**src/rtl/cpu_pll_retuner.sv**
```systemverilog
module cpu_pll_retuner #(
  parameter int ADDR_W        = 12,
  parameter int RATE_W        = 11,
  parameter int LOCK_CYCLES   = 5000,
  parameter int SETTLE_CYCLES = 50000,
  parameter logic [ADDR_W-1:0] A_MODE = 'h040,
  parameter logic [ADDR_W-1:0] A_PWR  = 'h00C,
  parameter logic [ADDR_W-1:0] A_PLLA = 'h000,
  parameter logic [ADDR_W-1:0] A_PLLB = 'h004,
  parameter logic [ADDR_W-1:0] A_SEL0 = 'h044,
  parameter logic [ADDR_W-1:0] A_SEL1 = 'h048
) (
  input  logic              clk,
  input  logic              rst_n,
  input  logic              start,
  input  logic [RATE_W-1:0] rate_mhz,
  output logic              wr_valid,
  output logic [ADDR_W-1:0] wr_addr,
  output logic [31:0]       wr_data,
  input  logic              wr_ack,
  output logic              busy,
  output logic              done,
  output logic              error
);

  localparam int MAXW  = (LOCK_CYCLES > SETTLE_CYCLES) ? LOCK_CYCLES : SETTLE_CYCLES;
  localparam int CNT_W = $clog2(MAXW + 1);
  localparam logic [CNT_W-1:0] LOCK_LOAD   = CNT_W'(LOCK_CYCLES - 1);
  localparam logic [CNT_W-1:0] SETTLE_LOAD = CNT_W'(SETTLE_CYCLES - 1);

  localparam logic [31:0] MODE_SLOW = 32'h0003_0000;
  localparam logic [31:0] MODE_NORM = 32'h0003_0001;
  localparam logic [31:0] PWR_DOWN  = 32'h0002_0002;
  localparam logic [31:0] PWR_UP    = 32'h0002_0000;
  localparam logic [31:0] PLLA_MASK = 32'h3F0F_0000;
  localparam logic [31:0] PLLB_MASK = 32'hFFFF_0000;
  localparam logic [31:0] SEL0_MASK = 32'h3FDF_0000;
  localparam logic [31:0] SEL1_MASK = 32'hF307_0000;

  localparam logic [3:0] HCLK_DIV   = 4'd2;
  localparam logic [3:0] PCLK_DIV   = 4'd4;
  localparam logic [3:0] BRIDGE_DIV = 4'd2;
  localparam logic [4:0] CORE_DIV   = 5'd1;

  typedef enum logic [1:0] {S_IDLE, S_ISSUE, S_ACK, S_WAIT} state_t;

  state_t            state_q;
  logic [2:0]        step_q;
  logic [1:0]        rate_q;
  logic [CNT_W-1:0]  cnt_q;
  logic              done_q, error_q;

  function automatic logic [1:0] lg2(input logic [3:0] d);
    lg2 = d[3] ? 2'd3 : d[2] ? 2'd2 : d[1] ? 2'd1 : 2'd0;
  endfunction

  function automatic logic [2:0] axi_enc(input logic [3:0] d);
    case (d)
      4'd2:    axi_enc = 3'd1;
      4'd3:    axi_enc = 3'd2;
      4'd4:    axi_enc = 3'd3;
      4'd8:    axi_enc = 3'd4;
      default: axi_enc = 3'd0;
    endcase
  endfunction

  logic       rate_ok;
  logic [1:0] rate_idx;
  always_comb begin
    rate_ok  = 1'b1;
    rate_idx = 2'd0;
    if (rate_mhz == RATE_W'(1608))      rate_idx = 2'd0;
    else if (rate_mhz == RATE_W'(1008)) rate_idx = 2'd1;
    else if (rate_mhz == RATE_W'(600))  rate_idx = 2'd2;
    else                                rate_ok  = 1'b0;
  end

  logic [5:0]  nr;
  logic [15:0] nf;
  logic [3:0]  no, peri_div, axi_div;
  logic [4:0]  aclk_div;
  always_comb begin
    nr = 6'd1;
    case (rate_q)
      2'd1:    begin nf = 16'd42; no = 4'd1; peri_div = 4'd8; axi_div = 4'd3; aclk_div = 5'd3; end
      2'd2:    begin nf = 16'd50; no = 4'd2; peri_div = 4'd4; axi_div = 4'd4; aclk_div = 5'd3; end
      default: begin nf = 16'd67; no = 4'd1; peri_div = 4'd8; axi_div = 4'd4; aclk_div = 5'd4; end
    endcase
  end

  logic [31:0] plla_w, pllb_w, sel0_w, sel1_w;
  logic [1:0]  peri_code;
  assign peri_code = lg2(peri_div) - 2'd1;
  assign plla_w = PLLA_MASK | {18'd0, nr - 6'd1, 4'd0, no - 4'd1};
  assign pllb_w = PLLB_MASK | {16'd0, nf - 16'd1};
  assign sel0_w = SEL0_MASK | {18'd0, CORE_DIV - 5'd1, 1'b0, peri_code, 1'b0, aclk_div - 5'd1};
  assign sel1_w = SEL1_MASK | {16'd0, lg2(BRIDGE_DIV), lg2(PCLK_DIV), 2'd0, lg2(HCLK_DIV), 5'd0, axi_enc(axi_div)};

  always_comb begin
    case (step_q)
      3'd0:    begin wr_addr = A_MODE; wr_data = MODE_SLOW; end
      3'd1:    begin wr_addr = A_PWR;  wr_data = PWR_DOWN;  end
      3'd2:    begin wr_addr = A_PLLA; wr_data = plla_w;    end
      3'd3:    begin wr_addr = A_PLLB; wr_data = pllb_w;    end
      3'd4:    begin wr_addr = A_PWR;  wr_data = PWR_UP;    end
      3'd5:    begin wr_addr = A_SEL0; wr_data = sel0_w;    end
      3'd6:    begin wr_addr = A_SEL1; wr_data = sel1_w;    end
      default: begin wr_addr = A_MODE; wr_data = MODE_NORM; end
    endcase
  end

  always_ff @(posedge clk) begin
    if (!rst_n) begin
      state_q <= S_IDLE;
      step_q  <= '0;
      rate_q  <= '0;
      cnt_q   <= '0;
      done_q  <= 1'b0;
      error_q <= 1'b0;
    end else begin
      done_q  <= 1'b0;
      error_q <= 1'b0;
      case (state_q)
        S_IDLE: if (start) begin
          if (rate_ok) begin
            rate_q  <= rate_idx;
            step_q  <= '0;
            state_q <= S_ISSUE;
          end else begin
            error_q <= 1'b1;
          end
        end
        S_ISSUE: state_q <= S_ACK;
        S_ACK: if (wr_ack) begin
          if (step_q == 3'd3) begin
            cnt_q   <= LOCK_LOAD;
            state_q <= S_WAIT;
          end else if (step_q == 3'd6) begin
            cnt_q   <= SETTLE_LOAD;
            state_q <= S_WAIT;
          end else if (step_q == 3'd7) begin
            done_q  <= 1'b1;
            state_q <= S_IDLE;
          end else begin
            step_q  <= step_q + 3'd1;
            state_q <= S_ISSUE;
          end
        end
        S_WAIT: begin
          if (cnt_q == '0) begin
            step_q  <= step_q + 3'd1;
            state_q <= S_ISSUE;
          end else begin
            cnt_q <= cnt_q - 1'b1;
          end
        end
        default: state_q <= S_IDLE;
      endcase
    end
  end

  assign wr_valid = (state_q == S_ISSUE);
  assign busy     = (state_q != S_IDLE);
  assign done     = done_q;
  assign error    = error_q;


  strobe_single_chk: assert property (@(posedge clk) disable iff (!rst_n)
    wr_valid |=> !wr_valid);

  strobe_busy_chk: assert property (@(posedge clk) disable iff (!rst_n)
    wr_valid |-> busy);

  done_idle_chk: assert property (@(posedge clk) disable iff (!rst_n)
    done |-> !busy && !error);

  error_idle_chk: assert property (@(posedge clk) disable iff (!rst_n)
    error |-> !busy && !wr_valid);

  busy_start_chk: assert property (@(posedge clk) disable iff (!rst_n)
    (busy && start) |=> $stable(rate_q) && !error);

  wait_range_chk: assert property (@(posedge clk) disable iff (!rst_n)
    (state_q == S_WAIT) |-> (cnt_q <= CNT_W'(MAXW - 1)));

endmodule

```
**config.mk**
```make
export PLATFORM = sky130hd
export DESIGN_NAME = cpu_pll_retuner
export DESIGN_NICKNAME = d
export VERILOG_FILES = /design/src/rtl/cpu_pll_retuner.sv
export SDC_FILE = /design/constraint.sdc
export NUM_CORES = 1
export LEC_CHECK = 0
export ABC_AREA = 1
export CORE_MARGIN = 2
export CORE_UTILIZATION = 30
export DETAILED_ROUTE_END_ITERATION = 8
export PLACE_DENSITY = 0.65
export SYNTH_ARGS = -nofsm -noshare
export SYNTH_HDL_FRONTEND = slang
export SYNTH_SLANG_ARGS = --single-unit
```
**constraint.sdc**
```tcl
create_clock -name clk -period 3.1 [get_ports clk]
set_clock_uncertainty 0.15 [all_clocks]
set_input_delay 0.93 -clock clk [delete_from_list [all_inputs] [get_ports clk]]
set_output_delay 0.93 -clock clk [all_outputs]
set_load 0.1 [all_outputs]
```
==> results.py <==
metrics = {
    "worst_hold_path": {
        "min_from": "rate_q[0]",
        "holdPathEnd": "rate_q[0]",
        "min_path_type": "reg -> reg",
        "hold_depth": 2,
    },
    "sta": {
        "slew_viol_final": 0,
        "relSlewSlack": 0.6493,
        "fmax_mhz": 324.1,
        "finalHoldViolCount": 0,
        "finalCritPeriodShare": 0.9952,
        "setup_viol": 0,
        "rsz0062_at_grt": "true",
        "worst_slack_ns": 0.01475,
        "min_period_ns": 3.085,
        "worstMarginPinSlew_ns": 0.5260,
    },
    "global_route": {
        "grt.total_usage": 0.1328,
        "grt_pass1_vias": 2214,
        "grt_pass1_wl_mm": 9.618,
        "grt_overflow_total": 0,
        "grt_max_degree": 17,
        "antenna_found_initial": 0,
    },
    "floorplanning": {
        "die_w_um": 92.39,
        "pin_count": 63,
        "die_h_um": 92.39,
        "rows": 32,
        "core_sq_um": 7647,
        "initial_utilization": 0.3064,
        "fp.dieArea_sq_um": 8535,
    },
    "layout": {
        "area_growth_pct": 37.69,
        "instances_no_fill": 515,
        "mostFrequentLayoutCell": "nand2_1",
        "final_cell_mix": "nand2_1, inv_1, nor2_1, buf_12",
        "drive_gt1_frac": 0.2373,
        "nets": 444,
        "antenna_cells": 0,
        "fill_cells": 752,
    },
    "worst_setup_path": {
        "reg2reg_depth": 10,
        "critPathCaptureType": "output port",
        "crit_type": "reg -> out",
        "arrival_ns": 2.01,
        "cp_max_fo": 4,
        "r2r-end": "cnt_q[6]",
        "cp.required_ns": 2.02,
        "reg2reg_slack_ns": 0.95,
        "r2r-start": "step_q[0]",
        "worstSetupStartpointType": "flip-flop",
    },
    "clock_network": {
        "clock-sinks": 25,
        "clkLatencyLatePin_ns": 0.27,
        "clk_pin_slew_ns": 0.09,
        "cts_buffers": 3,
        "hold_buffers": 0,
        "clockRootBuffer": "clkbuf_8",
        "tritoncts": "yes",
        "cts_buffer_depth": 2,
        "htree_levels": 1,
    },
    "yosys": {
        "synth_cell_types": 38,
        "yosys_most_used_dff": "dfxtp_1",
        "syn_area_sq_um": 2343,
        "synth_top_area_frac": 0.2136,
        "yosysTopAreaCell": "dfxtp_1",
        "synth_cells": 368,
        "syn_area_per_cell_sq_um": 6.368,
        "synth_edf_count": 0,
        "async_flop_share": 0,
        "synth.area.top_cells": "dfxtp_1, nand2_1, buf_4",
        "ys_warn_count": 0,
        "synth-seq-cells": 25,
        "ys_seq_area_frac": 0.2136,
    },
    "placement": {
        "placed_cells": 502,
        "dp.final_hpwl_mm": 4.372,
        "pre_cts_ws_ns": 0.03962,
        "port-buffer-count": 46,
        "place.gp.congestion": 0.8779,
    },
    "drt": {
        "wire_per_inst_um": 10.64,
        "ant_nets": 0,
        "viasPerCell": 4.485,
        "route.final.wire_length_mm": 5.481,
        "first_iter_violations": 97,
        "via_count": 2310,
        "drc": 0,
        "dr.pass1.iters": 4,
    },
    "flow_run": {
        "cap_violations": 0,
    },
    "status": {
        "outcome": "finished, final reports clean",
    },
}
[cells in the mapped netlist, types with 2 or more instances]
library cell / n
nand3_2: 3
a31oi_1: 2
nor2_2: 4
xor2_1: 2
or2_2: 3
inv_1: 52
nor2_1: 48
o21ai_0: 13
nand2_4: 4
conb_1: 2
a21oi_1: 18
nand2_2: 3
nor2_4: 4
buf_4: 28
nand3b_1: 2
ha_1: 15
nand2_1: 87
or2_0: 2
dfxtp_1: 25
nand3_1: 22
nand4_1: 10
o22ai_1: 2
clkbuf_1: 2
[through the flow]
step,utilization,hold slack (ns),setup TNS [ns],area [sq um]
floorplan,-,0.2992,-8.978,2525
global placement,0.4023,0.3178,0,3077
detailed placement,0.4023,0.3294,0,3077
CTS,0.4179,0.3439,0,3196
global route,0.4220,0.3659,-0.6261,3227
finish,0.4220,0.3399,0,3227
[area by class of cell]
| class | instances | area, sq um | share of cell area |
|---|---|---|---|
| Tap cell | 102 | 127.6 | 0.03955 |
| Clock buffer | 4 | 45.04 | 0.01396 |
| Inverter | 53 | 234.0 | 0.07251 |
| Sequential cell | 25 | 509.2 | 0.1578 |
| Timing Repair Buffer | 59 | 790.8 | 0.2451 |
| Multi-Input combinational cell | 272 | 1520 | 0.4711 |
[worst max-delay path by stage]
stage | slack, ns | from | end
6_report | 0.01 | step_q[0] | wr_data[26]
5_1_grt | -0.08 | step_q[0] | wr_data[27]
4_1_cts | 0.01 | step_q[0] | wr_data[26]
3_5_place_dp | 0.04 | step_q[1] | wr_data[26]
3_3_place_gp | 0.10 | step_q[1] | wr_data[19]
2_1_floorplan | -0.83 | step_q[0] | wr_data[26]
[per-layer routing]
| metal | routed length, um | global-route usage | vias to the layer above |
|---|---|---|---|
| met1 | 2384 | 0.1576 | 1025 |
| met4 | 66 | 0.03234 | 0 |
| met2 | 2727 | 0.2500 | 66 |
| li1 | - | - | 1210 |
| met5 | 0 | 0 | - |
| met3 | 303 | 0.01790 | 9 |
[worst max-delay path, cell delays in order (launching register included)]
cell        delay [ns]
dfxtp_4           0.38
inv_4             0.05
ha_4              0.17
nand2_4           0.08
clkinvlp_4        0.10
nor2_4            0.12
o211ai_4          0.10
o21ai_1           0.09
bufinv_8          0.19
nor2_4            0.09
clkinvlp_4        0.17
buf_12            0.21
[repair_timing]
item | 4_1_cts | 5_1_grt
setup endpoints to repair | 11 | 12
setup buffers | 6 | 3
cloned | 0 | 0
gates resized for setup | 12 | 1
pin swaps | 2 | 1
[state kept, by name, indices dropped and copies added, names as in the netlist]
signal / cells
cnt_q: 16
step_q: 3
rate_q: 2
state_q: 2
done: 1
error: 1
[kinds of logic after synthesis]
logic type,share of synthesized area
compound gates,0.1052
xor+xnor,0.01121
flops,0.2136
simple gates,0.3956
mux,0.004805
other cells,0.003205
fa+ha+maj,0.08009
buf+inv,0.1863
Power is left out: the tool's default activity adds up to more than one toggle a clock period on the data nets, which glitch-free logic cannot reach.
